$ cat config.mk
export PLATFORM = sky130hd
export DESIGN_NAME = cfd_ctrl
export DESIGN_NICKNAME = d
export VERILOG_FILES = /design/src/rtl/cfd_pkg.sv /design/src/rtl/cfd_sync.sv /design/src/rtl/cfd_stop_det.sv /design/src/rtl/cfd_csr.sv /design/src/rtl/cfd_ctrl.sv
export SDC_FILE = /design/constraint.sdc
export NUM_CORES = 1
export LEC_CHECK = 0
export ABC_AREA = 1
export BUFFER_PORTS_ARGS = -buffer_cell sky130_fd_sc_hd__buf_2
export CAP_MARGIN = 10
export CORE_ASPECT_RATIO = 0.8
export CORE_MARGIN = 2
export CORE_UTILIZATION = 40
export DETAILED_ROUTE_END_ITERATION = 6
export PLACE_DENSITY = 0.69
export SKIP_LAST_GASP = 1
export SLEW_MARGIN = 5
export SYNTH_ARGS = -nofsm -noshare
export SYNTH_HDL_FRONTEND = slang
export SYNTH_SLANG_ARGS = --single-unit
$ cat constraint.sdc
create_clock -name clk -period 1.3 [get_ports clk]
set_input_delay 0.13 -clock clk [delete_from_list [all_inputs] [get_ports clk]]
set_output_delay 0.13 -clock clk [all_outputs]
set_load 0.01 [all_outputs]
$ cat src/rtl/cfd_pkg.sv
// Package: shared bit positions and types for the clock-failure controller.
// Assumes an 8-bit control/status register with fixed field positions.
package cfd_pkg;
    localparam int REG_W   = 8;
    localparam int B_EN    = 0;
    localparam int B_SEL   = 1;
    localparam int B_FLAG  = 2;
    localparam int B_MON   = 3;
    localparam int B_ACT   = 7;
    localparam logic [REG_W-1:0] RESET_VALUE = 8'h02;

    // Detector events handed to the register block.
    typedef struct packed {
        logic stopped;   // main clock currently considered stopped
        logic stop_evt;  // stop declared this cycle
        logic rest_evt;  // restart declared this cycle
    } det_t;
endpackage

$ cat src/rtl/cfd_sync.sv
// Module: cfd_sync
// Brings the main clock into the oscillator domain through a flop chain and
// flags any transition of the synchronized level. Assumes STAGES >= 2.
module cfd_sync #(
    parameter int STAGES = 2
) (
    input  logic clk,
    input  logic rst_n,
    input  logic async_in,
    output logic toggled
);
    logic [STAGES-1:0] chain_q;
    logic              last_q;

    // Purpose: first stage captures the asynchronous level.
    always_ff @(posedge clk) begin
        if (!rst_n) chain_q[0] <= 1'b0;
        else        chain_q[0] <= async_in;
    end

    // Purpose: remaining stages settle metastability.
    genvar g;
    generate
        for (g = 1; g < STAGES; g++) begin : g_stage
            always_ff @(posedge clk) begin
                if (!rst_n) chain_q[g] <= 1'b0;
                else        chain_q[g] <= chain_q[g-1];
            end
        end
    endgenerate

    // Purpose: remember previous synchronized level for transition detect.
    always_ff @(posedge clk) begin
        if (!rst_n) last_q <= 1'b0;
        else        last_q <= chain_q[STAGES-1];
    end

    assign toggled = chain_q[STAGES-1] ^ last_q;
endmodule

$ cat src/rtl/cfd_stop_det.sv
// Module: cfd_stop_det
// Counts oscillator cycles since the last main-clock transition. Declares a
// stop when the count reaches LIMIT and a restart at the next transition.
// Assumes LIMIT >= 2.
module cfd_stop_det
    import cfd_pkg::*;
#(
    parameter int LIMIT = 16
) (
    input  logic clk,
    input  logic rst_n,
    input  logic toggled,
    output det_t det
);
    localparam int CW = $clog2(LIMIT + 1);
    localparam logic [CW-1:0] LAST = CW'(LIMIT - 1);
    localparam logic [CW-1:0] TOP  = CW'(LIMIT);

    logic [CW-1:0] quiet_q;
    logic          stopped_q;
    logic          hit;

    assign hit = !toggled && (quiet_q == LAST);

    // Purpose: silence counter, cleared by transitions, saturating at LIMIT.
    always_ff @(posedge clk) begin
        if (!rst_n)          quiet_q <= '0;
        else if (toggled)    quiet_q <= '0;
        else if (quiet_q != TOP) quiet_q <= quiet_q + 1'b1;
    end

    // Purpose: stopped status, set at the threshold, cleared by a transition.
    always_ff @(posedge clk) begin
        if (!rst_n)       stopped_q <= 1'b0;
        else if (toggled) stopped_q <= 1'b0;
        else if (hit)     stopped_q <= 1'b1;
    end

    assign det.stopped  = stopped_q;
    assign det.stop_evt = hit;
    assign det.rest_evt = toggled && stopped_q;
endmodule

$ cat src/rtl/cfd_csr.sv
// Module: cfd_csr
// Control/status register with hardware reactions to detector events:
// event flag, interrupt pulse, reset-request pulse and automatic switch to
// the internal oscillator. Hardware updates win over a write in the same cycle.
module cfd_csr
    import cfd_pkg::*;
(
    input  logic             clk,
    input  logic             rst_n,
    input  logic             wr,
    input  logic [REG_W-1:0] wdata,
    input  logic             unlock,
    input  logic             lock_en,
    input  logic             pll_sel,
    input  det_t             det,
    output logic [REG_W-1:0] rdata,
    output logic             irq,
    output logic             rst_req
);
    logic en_q, sel_q, flag_q, act_q, irq_q, rreq_q;
    logic wr_ok, stop_hit, rest_hit, flag_set, auto_sel, sel_wr_ok;

    assign wr_ok     = wr && unlock;
    assign stop_hit  = en_q && det.stop_evt;
    assign rest_hit  = en_q && det.rest_evt;
    assign flag_set  = act_q && (stop_hit || rest_hit);
    assign auto_sel  = act_q && stop_hit && !pll_sel;
    assign sel_wr_ok = wdata[B_SEL] || !(en_q && det.stopped);

    // Purpose: enable and action bits, written by software only.
    always_ff @(posedge clk) begin
        if (!rst_n) begin
            en_q  <= RESET_VALUE[B_EN];
            act_q <= RESET_VALUE[B_ACT];
        end else if (wr_ok) begin
            act_q <= wdata[B_ACT];
            if (!lock_en) en_q <= wdata[B_EN];
        end
    end

    // Purpose: clock select, written by software, forced high on a stop.
    always_ff @(posedge clk) begin
        if (!rst_n)                   sel_q <= RESET_VALUE[B_SEL];
        else if (auto_sel)            sel_q <= 1'b1;
        else if (wr_ok && sel_wr_ok)  sel_q <= wdata[B_SEL];
    end

    // Purpose: sticky event flag, cleared only by writing zero.
    always_ff @(posedge clk) begin
        if (!rst_n)                       flag_q <= RESET_VALUE[B_FLAG];
        else if (flag_set)                flag_q <= 1'b1;
        else if (wr_ok && !wdata[B_FLAG]) flag_q <= 1'b0;
    end

    // Purpose: one-cycle interrupt on a flag rise, reset request in reset mode.
    always_ff @(posedge clk) begin
        if (!rst_n) begin
            irq_q  <= 1'b0;
            rreq_q <= 1'b0;
        end else begin
            irq_q  <= flag_set && !flag_q;
            rreq_q <= stop_hit && !act_q;
        end
    end

    // Purpose: assemble read data; unassigned and reserved bits read zero.
    always_comb begin
        rdata         = '0;
        rdata[B_EN]   = en_q;
        rdata[B_SEL]  = sel_q;
        rdata[B_FLAG] = flag_q;
        rdata[B_MON]  = det.stopped;
        rdata[B_ACT]  = act_q;
    end

    assign irq     = irq_q;
    assign rst_req = rreq_q;
endmodule

$ cat src/rtl/cfd_ctrl.sv
// Module: cfd_ctrl (top)
// Clock-failure detect and switchover controller. All logic runs on the
// internal-oscillator clock; the main clock is sampled as data.
module cfd_ctrl
    import cfd_pkg::*;
#(
    parameter int SYNC_STAGES = 2,
    parameter int STOP_LIMIT  = 16
) (
    input  logic             clk,
    input  logic             rst_n,
    input  logic             reg_wr,
    input  logic [REG_W-1:0] reg_wdata,
    output logic [REG_W-1:0] reg_rdata,
    input  logic             wr_unlock,
    input  logic             clk_lock,
    input  logic             main_clk,
    input  logic             pll_sel,
    output logic             rst_req,
    output logic             irq,
    output logic             clk_sel
);
    logic toggled;
    det_t det;

    cfd_sync #(.STAGES(SYNC_STAGES)) u_sync (
        .clk      (clk),
        .rst_n    (rst_n),
        .async_in (main_clk),
        .toggled  (toggled)
    );

    cfd_stop_det #(.LIMIT(STOP_LIMIT)) u_det (
        .clk     (clk),
        .rst_n   (rst_n),
        .toggled (toggled),
        .det     (det)
    );

    cfd_csr u_csr (
        .clk     (clk),
        .rst_n   (rst_n),
        .wr      (reg_wr),
        .wdata   (reg_wdata),
        .unlock  (wr_unlock),
        .lock_en (clk_lock),
        .pll_sel (pll_sel),
        .det     (det),
        .rdata   (reg_rdata),
        .irq     (irq),
        .rst_req (rst_req)
    );

    assign clk_sel = reg_rdata[B_SEL];
endmodule

==> impl_metrics.tcl <==
set metrics [dict create \
    hold_slack_ns 0.0288 \
    synth-main-ff-cell "dfxtp_1" \
    reg2reg_slack_ns 0.07 \
    power.switching_uw 216 \
    grt_max_degree 10 \
    grtUsageMet1 0.150 \
    fin_area_um2 876 \
    finalSetupViolCount 0 \
    viasPerCell 4.55 \
    cp_data_required_time_ns 1.49 \
    hold_path_depth 3 \
    met2_usage 0.192 \
    ir_drop_mv 0.716 \
    row_count 13 \
    worstSetupStartpoint "u_det.quiet_q[0]$_SDFFE_PP0P_" \
    drtIter0Drc 15 \
    num_vias 596 \
    fin_crit_ns 1.23 \
    placed_area_um2 795 \
    grt_util_met3 0.0683 \
    clk_latency_ns 0.28 \
    wirelength_mm 1.30 \
    hold_buffers 0 \
    synth_seq_area_share 0.425 \
    yosys_warnings 0 \
    dieHeight_um 41.6 \
    cts_made_buffers 3 \
    min-delay-start "main_clk" \
    r2r_end "u_csr.flag_q$_SDFFE_PN0P_" \
    drive_gt1_frac 0.358 \
    status "completed" \
    clock-sinks 15 \
    area_growth_pct 23.9 \
    core_mm2 0.00164 \
    power_density_mw_per_mm2 982 \
    clk_pin_slew_ns 0.09 \
    htreeDepth 1 \
    timing.rr.start "u_det.quiet_q[0]$_SDFFE_PP0P_" \
    p_clk_frac 0.304 \
    yosysUniqueCellTypes 22 \
    antenna_found_initial 0 \
    num_antenna_cells 0 \
    grt_setup_unrepaired "true" \
    grt-busiest-layer "met2" \
    initial_core_util 0.430 \
    grt-ovfl-total 0 \
    grt_pass1_wl_mm 1.99 \
    dieArea_mm2 0.00212 \
    endpoint_kind "register" \
    p_int_uw 643 \
    syn_inst 90 \
    drtAntennaViolNets 0 \
    maxCapViolations 0 \
    comb_power_share 0.122 \
    synth_area_um2 707 \
    pwr-share-seq 0.574 \
    die_w_um 51 \
    wl_per_cell_um 9.95 \
    syn_avg_cell_area_um2 7.85 \
    cts_tree "yes" \
    grt.total_usage 0.127 \
    reg2regPathDepth 9 \
    root_buffer "clkbuf_4" \
    clk_path_buf_depth 2 \
    final_cell_mix "buf_2 (18), nand2_1 (15), dfxtp_1 (13)" \
    worst_setup_path_start_kind "register" \
    holdPathEnd "u_sync.chain_q[0]$_SDFF_PN0_" \
    max_freq_ghz 0.812 \
    maxSlewViolCount 0 \
    fin_crit_sh 0.947 \
    finalHoldViolations 0 \
    drtPass1Iterations 4 \
    switching_share 0.252 \
    io_pins 26 \
    ys_ff_latch 15 \
    crit_type "register to register" \
    first_global_vias 512 \
    hp-class "input pin to register" \
    leakage_nw 0.440 \
    fin_worst_skew_ns 0.00975 \
    synth-edff-count 0 \
    drcViolationCount 0 \
    path_max_fanout 2 \
    hpwl_um 969 \
    place_congestion 0.700 \
    io_buffer_count 18 \
    nNetsFinal 128 \
    worstPathArrival_ns 1.42 \
    synthArstFlopShare 0 \
    final_common_cell "buf_2" \
    setup_tns_ns 0 \
]
worst max-delay path, stage by stage (launching register included):
cell and delay (ns):
dfxtp_2 0.34, ha_4 0.15, and3_4 0.18, ha_4 0.16, nand2_4 0.07, inv_4 0.03
nand3_2 0.04, nand2_1 0.05, nand2_2 0.07, nand2_1 0.04
logic make-up (layout without fill, tap and decap cells):
kind of cell	Yosys count	after routing	synth area share
compound gates	8	8	0.0602
xor+xnor	2	2	0.0248
fa+ha+maj	3	3	0.0531
buf+inv	21	38	0.156
flops	15	15	0.425
other cells	1	3	0.00530
simple gates	40	40	0.276
metrics by stage:
step           instances   util  power [mW]  worst slack, ns
6_report             131  0.533       0.860           0.0690
3_5_place_dp         126  0.484       0.603          -0.0277
4_1_cts              131  0.516       0.869          0.00469
5_1_grt              131  0.533       0.904          -0.0276
3_3_place_gp         126  0.484       0.598          -0.0147
2_1_floorplan         92      -       0.572           0.0139
power groups by stage:
stage               clock (mW)  sequential, mW  combinational (mW)
floorplan                    0           0.500              0.0725
global placement             0           0.498               0.100
detailed placement           0           0.499               0.105
CTS                      0.274           0.489               0.105
global route             0.291           0.495               0.118
finish                   0.261           0.493               0.105
cells in the mapped netlist, drive strengths merged (2+ instances only):
| cell | instances | share of area |
|---|---|---|
| a21oi | 4 | 0.028 |
| buf | 9 | 0.092 |
| dfxtp | 15 | 0.42 |
| ha | 3 | 0.053 |
| inv | 12 | 0.064 |
| nand2 | 19 | 0.12 |
| nand3 | 6 | 0.042 |
| nand4 | 2 | 0.018 |
| nor2 | 8 | 0.042 |
| nor3 | 2 | 0.021 |
| o21ai | 3 | 0.021 |
sequential cells by signal, indices dropped and copies added (netlist names):
| signal | cells |
|---|---|
| u_csr.sel_q | 1 |
| u_csr.flag_q | 1 |
| u_det.stopped_q | 1 |
| u_csr.irq | 1 |
| u_csr.en_q | 1 |
| u_sync.last_q | 1 |
| u_sync.chain_q | 2 |
| u_csr.rst_req | 1 |
| u_det.quiet_q | 5 |
| u_csr.act_q | 1 |
final cells by class:
type,instances,area [um2]
clock buffers,4,26.3
multi-input cells,56,352
fillers,164,767
inverters,12,47.5
repair buffers,22,120
well taps,22,27.5
flip-flops and latches,15,303
metal layers:
metal | vias to the layer above | share of wire
met1 | 257 | 0.45
met3 | 5 | 0.084
met2 | 22 | 0.44
li1 | 312 | -
met5 | - | 0
met4 | 0 | 0.017
how the worst max path moves through the flow:
stage | to | slack [ns]
global placement | u_csr.flag_q$_SDFFE_PN0P_ | -0.01
global route | u_csr.irq$_SDFF_PN0_ | -0.03
finish | u_csr.flag_q$_SDFFE_PN0P_ | 0.07
detailed placement | u_csr.irq$_SDFF_PN0_ | -0.03
CTS | u_csr.irq$_SDFF_PN0_ | 0.005
floorplan | u_csr.flag_q$_SDFFE_PN0P_ | 0.01
timing repair:
action                                  in CTS  in global routing
buffers inserted                             1                  0
pin swaps                                    2                  5
gates resized for setup                      5                  7
endpoints found under the setup margin       2                  2
Power figures use the tool's default switching activity.
